$ cat src/rtl/pwm_steer_pkg.sv
package pwm_steer_pkg;

    typedef struct packed {
        logic sel;     // 0: next pulse to phase A, 1: to phase B
        logic active;  // a pulse is being passed through
        logic drv_a;
        logic drv_b;
    } steer_state_t;

    localparam steer_state_t STEER_IDLE = '{sel: 1'b0, active: 1'b0, drv_a: 1'b0, drv_b: 1'b0};

endpackage

$ cat src/rtl/pwm_edge_sync.sv
module pwm_edge_sync #(
    parameter int STAGES = 2
) (
    input  logic clk,
    input  logic rst_n,
    input  logic async_in,
    output logic level_o,
    output logic rise_o,
    output logic fall_o
);
    logic [STAGES-1:0] chain_d, chain_q;
    logic              prev_d, prev_q;

    always_comb begin
        chain_d[0] = async_in;
        for (int i = 1; i < STAGES; i++) begin
            chain_d[i] = chain_q[i-1];
        end
        prev_d = chain_q[STAGES-1];
    end

    always_ff @(posedge clk or negedge rst_n) begin
        if (!rst_n) begin
            chain_q <= '0;
            prev_q  <= 1'b0;
        end else begin
            chain_q <= chain_d;
            prev_q  <= prev_d;
        end
    end

    assign level_o = chain_q[STAGES-1];
    assign rise_o  = chain_q[STAGES-1] & ~prev_q;
    assign fall_o  = ~chain_q[STAGES-1] & prev_q;

endmodule

$ cat src/rtl/pwm_steer_fsm.sv
module pwm_steer_fsm
    import pwm_steer_pkg::*;
(
    input  logic clk,
    input  logic rst_n,
    input  logic en,
    input  logic rise_i,
    input  logic fall_i,
    output logic drv_a_o,
    output logic drv_b_o
);
    steer_state_t st_d, st_q;

    always_comb begin
        st_d = st_q;
        if (st_q.active) begin
            // Pulse in flight: only its own falling edge ends it.
            if (fall_i) begin
                st_d.active = 1'b0;
                st_d.drv_a  = 1'b0;
                st_d.drv_b  = 1'b0;
                st_d.sel    = en ? ~st_q.sel : 1'b0;
            end
        end else if (!en) begin
            st_d.sel = 1'b0;
        end else if (rise_i) begin
            st_d.active = 1'b1;
            st_d.drv_a  = ~st_q.sel;
            st_d.drv_b  = st_q.sel;
        end
    end

    always_ff @(posedge clk or negedge rst_n) begin
        if (!rst_n) begin
            st_q <= STEER_IDLE;
        end else begin
            st_q <= st_d;
        end
    end

    assign drv_a_o = st_q.drv_a;
    assign drv_b_o = st_q.drv_b;

endmodule

$ cat src/rtl/pwm_steer_top.sv
module pwm_steer_top #(
    parameter int SYNC_STAGES = 2
) (
    input  logic clk,
    input  logic rst_n,
    input  logic pwm_in,
    input  logic en,
    output logic phase_a_o,
    output logic phase_b_o
);
    logic pwm_level;
    logic pwm_rise;
    logic pwm_fall;

    pwm_edge_sync #(
        .STAGES (SYNC_STAGES)
    ) sync_i (
        .clk      (clk),
        .rst_n    (rst_n),
        .async_in (pwm_in),
        .level_o  (pwm_level),
        .rise_o   (pwm_rise),
        .fall_o   (pwm_fall)
    );

    pwm_steer_fsm fsm_i (
        .clk     (clk),
        .rst_n   (rst_n),
        .en      (en),
        .rise_i  (pwm_rise),
        .fall_i  (pwm_fall),
        .drv_a_o (phase_a_o),
        .drv_b_o (phase_b_o)
    );

    logic unused_level;
    assign unused_level = pwm_level;

endmodule

$ cat config.mk
export PLATFORM = sky130hd
export DESIGN_NAME = pwm_steer_top
export DESIGN_NICKNAME = d
export VERILOG_FILES = /design/src/rtl/pwm_steer_pkg.sv /design/src/rtl/pwm_edge_sync.sv /design/src/rtl/pwm_steer_fsm.sv /design/src/rtl/pwm_steer_top.sv
export SDC_FILE = /design/constraint.sdc
export NUM_CORES = 1
export LEC_CHECK = 0
export BUFFER_PORTS_ARGS = -buffer_cell sky130_fd_sc_hd__buf_2
export CORE_AREA = 5 5 42 44
export DETAILED_ROUTE_END_ITERATION = 6
export DIE_AREA = 0 0 47 49
export PLACE_DENSITY = 0.39
export SETUP_SLACK_MARGIN = 0.02
export SLEW_MARGIN = 20
export SYNTH_ARGS = -nofsm -noshare
export SYNTH_HDL_FRONTEND = slang
export SYNTH_SLANG_ARGS = --single-unit
export TNS_END_PERCENT = 5
$ cat constraint.sdc
create_clock -name clk -period 1.4 [get_ports clk]
set_clock_uncertainty 0.05 [all_clocks]
set_input_delay 0.14 -clock clk [delete_from_list [all_inputs] [get_ports clk]]
set_output_delay 0.14 -clock clk [all_outputs]
set_load 0.02 [all_outputs]
**After elaboration in Yosys (flattened, before gate mapping)**

Cells that the tools add are included.

- Word-level logic and storage cells: 23
- Register bits: 7
- Output and inout port bits: 2

- Equal/unequal tests: 2
- Reduce and logical (&&, ||, !) cells: 4
- Bitwise operators: 5
- Multiplexer cells: 6

Operator list:

| operator | number |
|---|---|
| $mux 4 | 2 |
| $mux 3 | 2 |
| $ne 2x1->1 const B | 2 |
| $reduce_bool 2->1 | 2 |
| $not 1->1 | 3 |
| $reduce_and 3->1 | 1 |
| $and 1x1->1 | 2 |
| $mux 1 | 2 |
| $reduce_and 2->1 | 1 |

**Depth between registers and ports, before layout**

Gate-level depths: netlist of the first run.

- Depth in word-level cells: 5
- Gate-level depth with buffers: 3
- Gate-level depth less buffers: 3

**Hierarchy**

From an unflattened synthesis of the first run, not the netlist that was laid out.

- Cells, all modules: 25
- Area total of the unflattened synthesis: 310.3 sq um

By module, submodules not included:

| module | times used | cells an instance | sequential area each (sq um) | area each (sq um) |
|---|---|---|---|---|
| pwm_steer_fsm | 1 | 20 | 100.1 | 220.2 |
| pwm_edge_sync | 1 | 5 | 75.1 | 90.1 |

**Least setup slack after synthesis of the first run**

Ideal clock, no wire load.

- Path type: register to register
- Start point: reg sync_i.prev_q
- End point: reg fsm_i.st_q (netlist bit fsm_i.drv_b_o)
- Arrival time: 0.925 ns
- Stages on the path, launching flop included: 4
- Data required time: 1.251 ns
- Slack: 0.325 ns
- Library setup time: 0.099 ns
- Path through: dfrtp_1 nor3b_4 nor2_2 a311oi_1

- Cells in the longest elaborated chain, start to end: 4

RTL lines:

| element | RTL line | RTL |
|---|---|---|
| start, declared | pwm_edge_sync.sv:12 | `logic prev_d, prev_q;` |
| start signal, assigned | pwm_edge_sync.sv:28 | `prev_q <= prev_d;` |
| $not 1->1 | pwm_edge_sync.sv:33 | `assign rise_o = chain_q[STAGES-1] & ~prev_q;` |
| $and 1x1->1 | pwm_edge_sync.sv:33 |  |
| $reduce_bool 2->1 (no line) | - |  |
| $reduce_and 3->1 (no line) (*) | - |  |
| end signal, assigned | pwm_steer_fsm.sv:37 | `st_q <= st_d;` |
| end, declared | pwm_steer_fsm.sv:12 | `steer_state_t st_d, st_q;` |

Every way passes the cells marked *; elsewhere a longest branch is shown, timed or not.
A chain may end at the register's enable or synchronous reset.

**Worst setup path in the final report of the first run**

Same ends and word-level chain as after synthesis.

==> results of run 1 <==
## critical path, delay by kind of cell (launching register included)
kind	cells	cell delay [ns]
simple gates	2	0.33
compound gates	1	0.25
flops	1	0.44
## layer usage
metal / vias up / routed length [um] / track usage (%)
li1: 113 / - / -
met1: 107 / 220 / 6.07
met2: 5 / 253 / 7.69
met3: 0 / 37 / 5.54
met4: 0 / 0 / 1.38
met5: - / 0 / 0
## cell usage in the layout, fill, tap and decap left out, drive strengths merged
master       n
nand2        1
o21ai        3
a311oi       2
nor2b        1
buf          5
nor2         2
dlygate4sd3  2
dfrtp        7
nand2b       1
a21oi        3
clkbuf       4
inv          2
nor4bb       1
nor3b        1
nand3        1
## worst min-delay path by stage
stage               endpoint  depth (start not counted)   from  slack [ns]
6_report       fsm_i.st_q[3]                          3     en        0.13
3_5_place_dp   fsm_i.drv_b_o                          1  rst_n       -0.07
5_1_grt        fsm_i.st_q[3]                          3     en        0.15
4_1_cts        fsm_i.st_q[3]                          3     en        0.13
3_3_place_gp   fsm_i.drv_b_o                          1  rst_n       -0.07
2_1_floorplan  fsm_i.drv_a_o                          0  rst_n       -0.21
## cell families (layout without fill, tap and decap cells)
group	Yosys count	after routing	synth area share [%]
DFF	7	7	60.3
buffers and inverters	2	13	2.59
AOI/OAI and AO/OA	8	8	16.4
and+or+nand+nor	8	8	20.7
## power groups by stage
stage / Combinational, mW / Clock [mW] / Sequential, mW
5_1_grt: 0.0680 / 0.202 / 0.244
6_report: 0.0595 / 0.175 / 0.241
4_1_cts: 0.0605 / 0.187 / 0.242
3_5_place_dp: 0.0561 / 0 / 0.245
3_3_place_gp: 0.0555 / 0 / 0.245
2_1_floorplan: 0.0299 / 0 / 0.248
## flip-flops by register name, indices dropped and copies added, names as in the netlist
name,flops
sync_i.chain_q,2
fsm_i.drv_a_o,1
sync_i.prev_q,1
fsm_i.st_q,2
fsm_i.drv_b_o,1
## layout make-up
| cell class | count | area share, % |
|---|---|---|
| Sequential cell | 7 | 45.9 |
| Timing Repair Buffer | 7 | 11.8 |
| Multi-Input combinational cell | 16 | 28.2 |
| Tap cell | 16 | 5.25 |
| Inverter | 2 | 1.97 |
| Clock buffer | 4 | 6.89 |
## stage by stage
stage	util, %	power (mW)	hold slack [ns]	area (um^2)	cells
after CTS	27.2	0.489	0.128	382	52
after global placement	23.9	0.300	-0.0713	335	46
after detailed placement	23.9	0.301	-0.0687	335	46
after floorplan	-	0.278	-0.206	290	25
after global routing	27.2	0.514	0.153	382	52
final	27.2	0.476	0.133	382	52
## what timing repair did
action                                 in CTS  in global routing
hold buffers                                2                  0
endpoints found under the hold margin       8                  0
buffers inserted                            0                  0
==> results.yml, run 1 <==
outcome:
  status: "finished, final reports clean"
grt:
  grt_max_degree: 9
  grt_pass1_vias: 233
  grt.overflow.total: 0
  antenna_found_initial: 0
  grt_first_pass_wirelength_um: 903
  track_usage_pct: 5.60
sta:
  hold_violations: 0
  post-route-period-util_pct: 84.2
  fin_ws_ns: 0.222
  rsz0062_at_grt: "no"
  fin_crit_ns: 1.18
  tns_ns: 0
  slew_viol_final: 0
  clock.fmax_mhz: 849
  tightest_slew_ns: 0.254
  slew_headroom_pct: 82.8
  finalSetupViolCount: 0
critical_path:
  rr_startpoint: "sync_i.prev_q"
  crit_required_ns: 1.49
  cp-end-kind: "register"
  crit_start: "sync_i.prev_q"
  cp_data_arrival_time_ns: 1.27
  crit_path_max_incr_delay_ns: 0.44
  reg2regPathDepth: 3
  startpoint_type: "register"
  critPathMaxFanout: 6
  rrSetupSlack_ns: 0.22
  r2r_end: "fsm_i.drv_b_o"
  path_cells: "nor3b_4, nor2_2, a311oi_1"
  critPathKind: "register to register"
  cpMaxStageDelayCell: "dfrtp_1"
  critPathCapture: "fsm_i.drv_b_o"
power:
  switching_share_pct: 25.0
  p_sw_uw: 119
  ir_worst_vdd_mv: 0.554
  intPower_uw: 357
  power_frac_clock_pct: 36.8
  powerDensity_mw_per_mm2: 1250
  power_leakage_nw: 0.169
  p_seq_share_pct: 50.7
  p_comb_share_pct: 12.5
drt:
  via_per_inst: 4.33
  drcViolationCount: 0
  drtPass1Iterations: 2
  first_iter_violations: 4
  vias: 225
  avgRoutedWirePerCell_um: 9.85
  ant_nets: 0
  drt_wl_total_um: 512
placement:
  detailed_place_hpwl_um: 396
  pre_cts_ws_ns: 0.202
  io_buffers: 5
  gp_congestion: 0.770
clocking:
  cts_resized: 0
  tritoncts: "yes"
  clockRootBuffer: "clkbuf_4"
  clkLatencyLatePin_ns: 0.24
  cts.sinks: 7
  cts.reportedPaths.clkPinSlew_ns: 0.05
  cts_buffers: 3
  htree_levels: 1
  clock_path_buffers: 2
synth:
  syn_area_um2: 290
  ys_seq_elements: 7
  synth_area_leaders: "dfrtp_1 (60%), nor3b_4 (6.5%), a311oi_1 (6.0%)"
  async_flop_share_pct: 100
  yosysTopAreaCell: "dfrtp_1"
  synth_warnings: 0
  synthDominantCellAreaShare_pct: 60.3
  syn-num-nets: 29
  syn_area_per_cell_um2: 11.6
  synth_cell_type_count: 14
  synth-edff-count: 0
  synthMostInstantiatedCell: "dfrtp_1"
  yosys-top-cells-count: "dfrtp_1 (7), a21oi_1 (3), a311oi_1 (2), inv_1 (2), o21ai_0 (2)"
  synth-main-ff-cell: "dfrtp_1"
  ys_seq_area_share_pct: 60.3
  postSynthCellCount: 25
final_layout:
  final_nets: 41
  fill_cells: 161
  n_antenna_cell: 0
  seqCellArea_um2: 175
  multi_input_comb_area_um2: 108
  area_delta_synth_final_pct: 31.5
  drive_above_1_share_pct: 27.8
die:
  core-area_mm2: 0.00140
  dieWidth_um: 47
  fp.dieH_um: 49
  dieArea_mm2: 0.00230
  rows: 14
  start_util_pct: 20.7
  ioPinCount: 6
hold_path:
  hold_path.class: "input pin to register"
flow_run:
  cap_viol_max_count: 0
No activity file was read; power rests on OpenSTA's default activity.
==> inputs of run 2 (changes only) <==
==> constraint.sdc (replaced) <==
create_clock -name clk -period 1.1 [get_ports clk]
set_clock_uncertainty 0.05 [all_clocks]
set_input_delay 0.11 -clock clk [delete_from_list [all_inputs] [get_ports clk]]
set_output_delay 0.11 -clock clk [all_outputs]
set_load 0.02 [all_outputs]
==> results.yml, run 2 (synthesis results as in run 1) <==
outcome:
  status: "finished, final reports clean"
placement:
  dp_cells: 49
  io_buffers: 5
  gp_congestion: 0.712
  place_area_um2: 358
die:
  rows: 14
  fp.dieH_um: 49
  core-area_mm2: 0.00140
  dieWidth_um: 47
  ioPinCount: 6
  dieArea_mm2: 0.00230
  start_util_pct: 20.7
drt:
  via_per_inst: 4.32
  vias: 246
  drt_wl_total_um: 586
  drtPass1Iterations: 4
  first_iter_violations: 1
  avgRoutedWirePerCell_um: 10.3
  ant_nets: 0
  drcViolationCount: 0
sta:
  hold_violations: 0
  whs_ns: 0.113
  clock.fmax_mhz: 912
  rsz0062_at_grt: "yes"
  fin_crit_ns: 1.10
  post-route-period-util_pct: 99.7
  tightest_slew_ns: 0.224
  finalSetupViolCount: 0
  slew_headroom_pct: 84.9
  slew_viol_final: 0
clocking:
  tritoncts: "yes"
  htree_levels: 1
  clock_path_buffers: 2
  cts.sinks: 7
  cts.reportedPaths.clkPinSlew_ns: 0.06
  cts_buffers: 3
  clockRootBuffer: "clkbuf_4"
  clkLatencyLatePin_ns: 0.25
final_layout:
  drive_above_1_share_pct: 39.0
  multi_input_comb_area_um2: 114
  n_antenna_cell: 0
  instances_no_fill: 57
  area_delta_synth_final_pct: 46.6
  final_common_cell: "dfrtp_1"
  finish.instance_area_um2: 425
  final_cell_mix: "dfrtp_1 (7), buf_2 (5), buf_4 (5)"
  seqCellArea_um2: 175
  top_regs: "fsm_i.st_q x2, sync_i.chain_q x2"
  final_nets: 46
  fill_cells: 153
hold_path:
  min-delay-start: "en"
  hold_path_depth: 3
  hold_path.class: "input pin to register"
flow_run:
  cap_viol_max_count: 0
grt:
  grt_pass1_vias: 247
  grt_first_pass_wirelength_um: 1040
  antenna_found_initial: 0
  grt.overflow.total: 0
  track_usage_pct: 6.53
  grt_max_degree: 8
critical_path:
  critPathKind: "register to register"
  cpMaxStageDelayCell: "dfrtp_1"
  r2r_end: "fsm_i.drv_b_o"
  cp_data_arrival_time_ns: 1.20
  reg2regPathDepth: 4
  crit_path_max_incr_delay_ns: 0.40
  cp-end-kind: "register"
  critPathMaxFanout: 2
  critPathCapture: "fsm_i.drv_b_o"
  crit_start: "fsm_i.st_q[2]"
  rr_startpoint: "fsm_i.st_q[2]"
  path_cells: "buf_4, nand2_1, a21oi_1, a311oi_2"
  startpoint_type: "register"
  crit_required_ns: 1.20
  rrSetupSlack_ns: 0.003
power:
  powerDensity_mw_per_mm2: 1510
  ir_worst_vdd_mv: 0.716
  power_leakage_nw: 0.195
==> run 2: cell count changes in the layout (fill, tap and decap cells not counted), sizes merged <==
cell | previous run | this run
buf | 5 | 10
==> run 2: per-layer routing <==
| metal | routed length (um) | GRT usage, % | vias up |
|---|---|---|---|
| met2 | 280 | 9.28 | 5 |
| met1 | 262 | 7.43 | 119 |
| li1 | - | - | 122 |
| met3 | 43 | 6.64 | 0 |
| met4 | 0 | 0 | 0 |
| met5 | 0 | 0 | - |
==> run 2: area by class of cell <==
type	count	share of cell area, %
tap	16	4.71
sequential	7	41.2
multi-input combinational	16	26.8
inverter	2	1.76
timing repair buffer	12	19.4
clock buffer	4	6.18
==> run 2: worst min-delay path by stage <==
stage,slack [ns],to
after floorplan,-0.24,fsm_i.drv_a_o
after global placement,-0.10,fsm_i.drv_b_o
after detailed placement,-0.1,sync_i.chain_q[1]
after CTS,0.11,fsm_i.st_q[3]
after global routing,0.13,fsm_i.st_q[3]
final,0.11,fsm_i.st_q[3]
==> run 2: critical path, delay by kind of cell (launching register included) <==
family | cells | cell delay (ns)
flip-flops | 1 | 0.40
buffers and inverters | 1 | 0.15
AO/OA/AOI/OAI | 2 | 0.34
AND/OR/NAND/NOR | 1 | 0.08
==> run 2: power by group <==
group          leakage, nW  total, mW  switching (mW)  internal (mW)
Sequential          0.0871      0.302          0.0217          0.280
Combinational       0.0925      0.111          0.0537         0.0569
Clock               0.0150      0.231          0.0923          0.138
Total                0.195      0.643           0.168          0.476
==> run 2: what timing repair did <==
item / 4_1_cts / 5_1_grt
hold endpoints to repair: 8 / 0
resized for setup: 1 / 2
buffers inserted: 2 / 0
pin swaps: 2 / 0
cloned: 0 / 0
endpoints found under the setup margin: 3 / 4
hold buffers: 2 / 0
==> run 2: through the flow <==
stage | TNS (ns) | power, mW | util (%) | worst slack (ns)
4_1_cts | -0.00631 | 0.658 | 30.4 | -0.00631
3_5_place_dp | -0.0893 | 0.396 | 25.5 | -0.0843
3_3_place_gp | -0.0288 | 0.395 | 25.5 | -0.0288
6_report | 0 | 0.643 | 30.4 | 0.00316
5_1_grt | -0.211 | 0.696 | 30.4 | -0.0824
2_1_floorplan | 0 | 0.354 | - | 0.0252
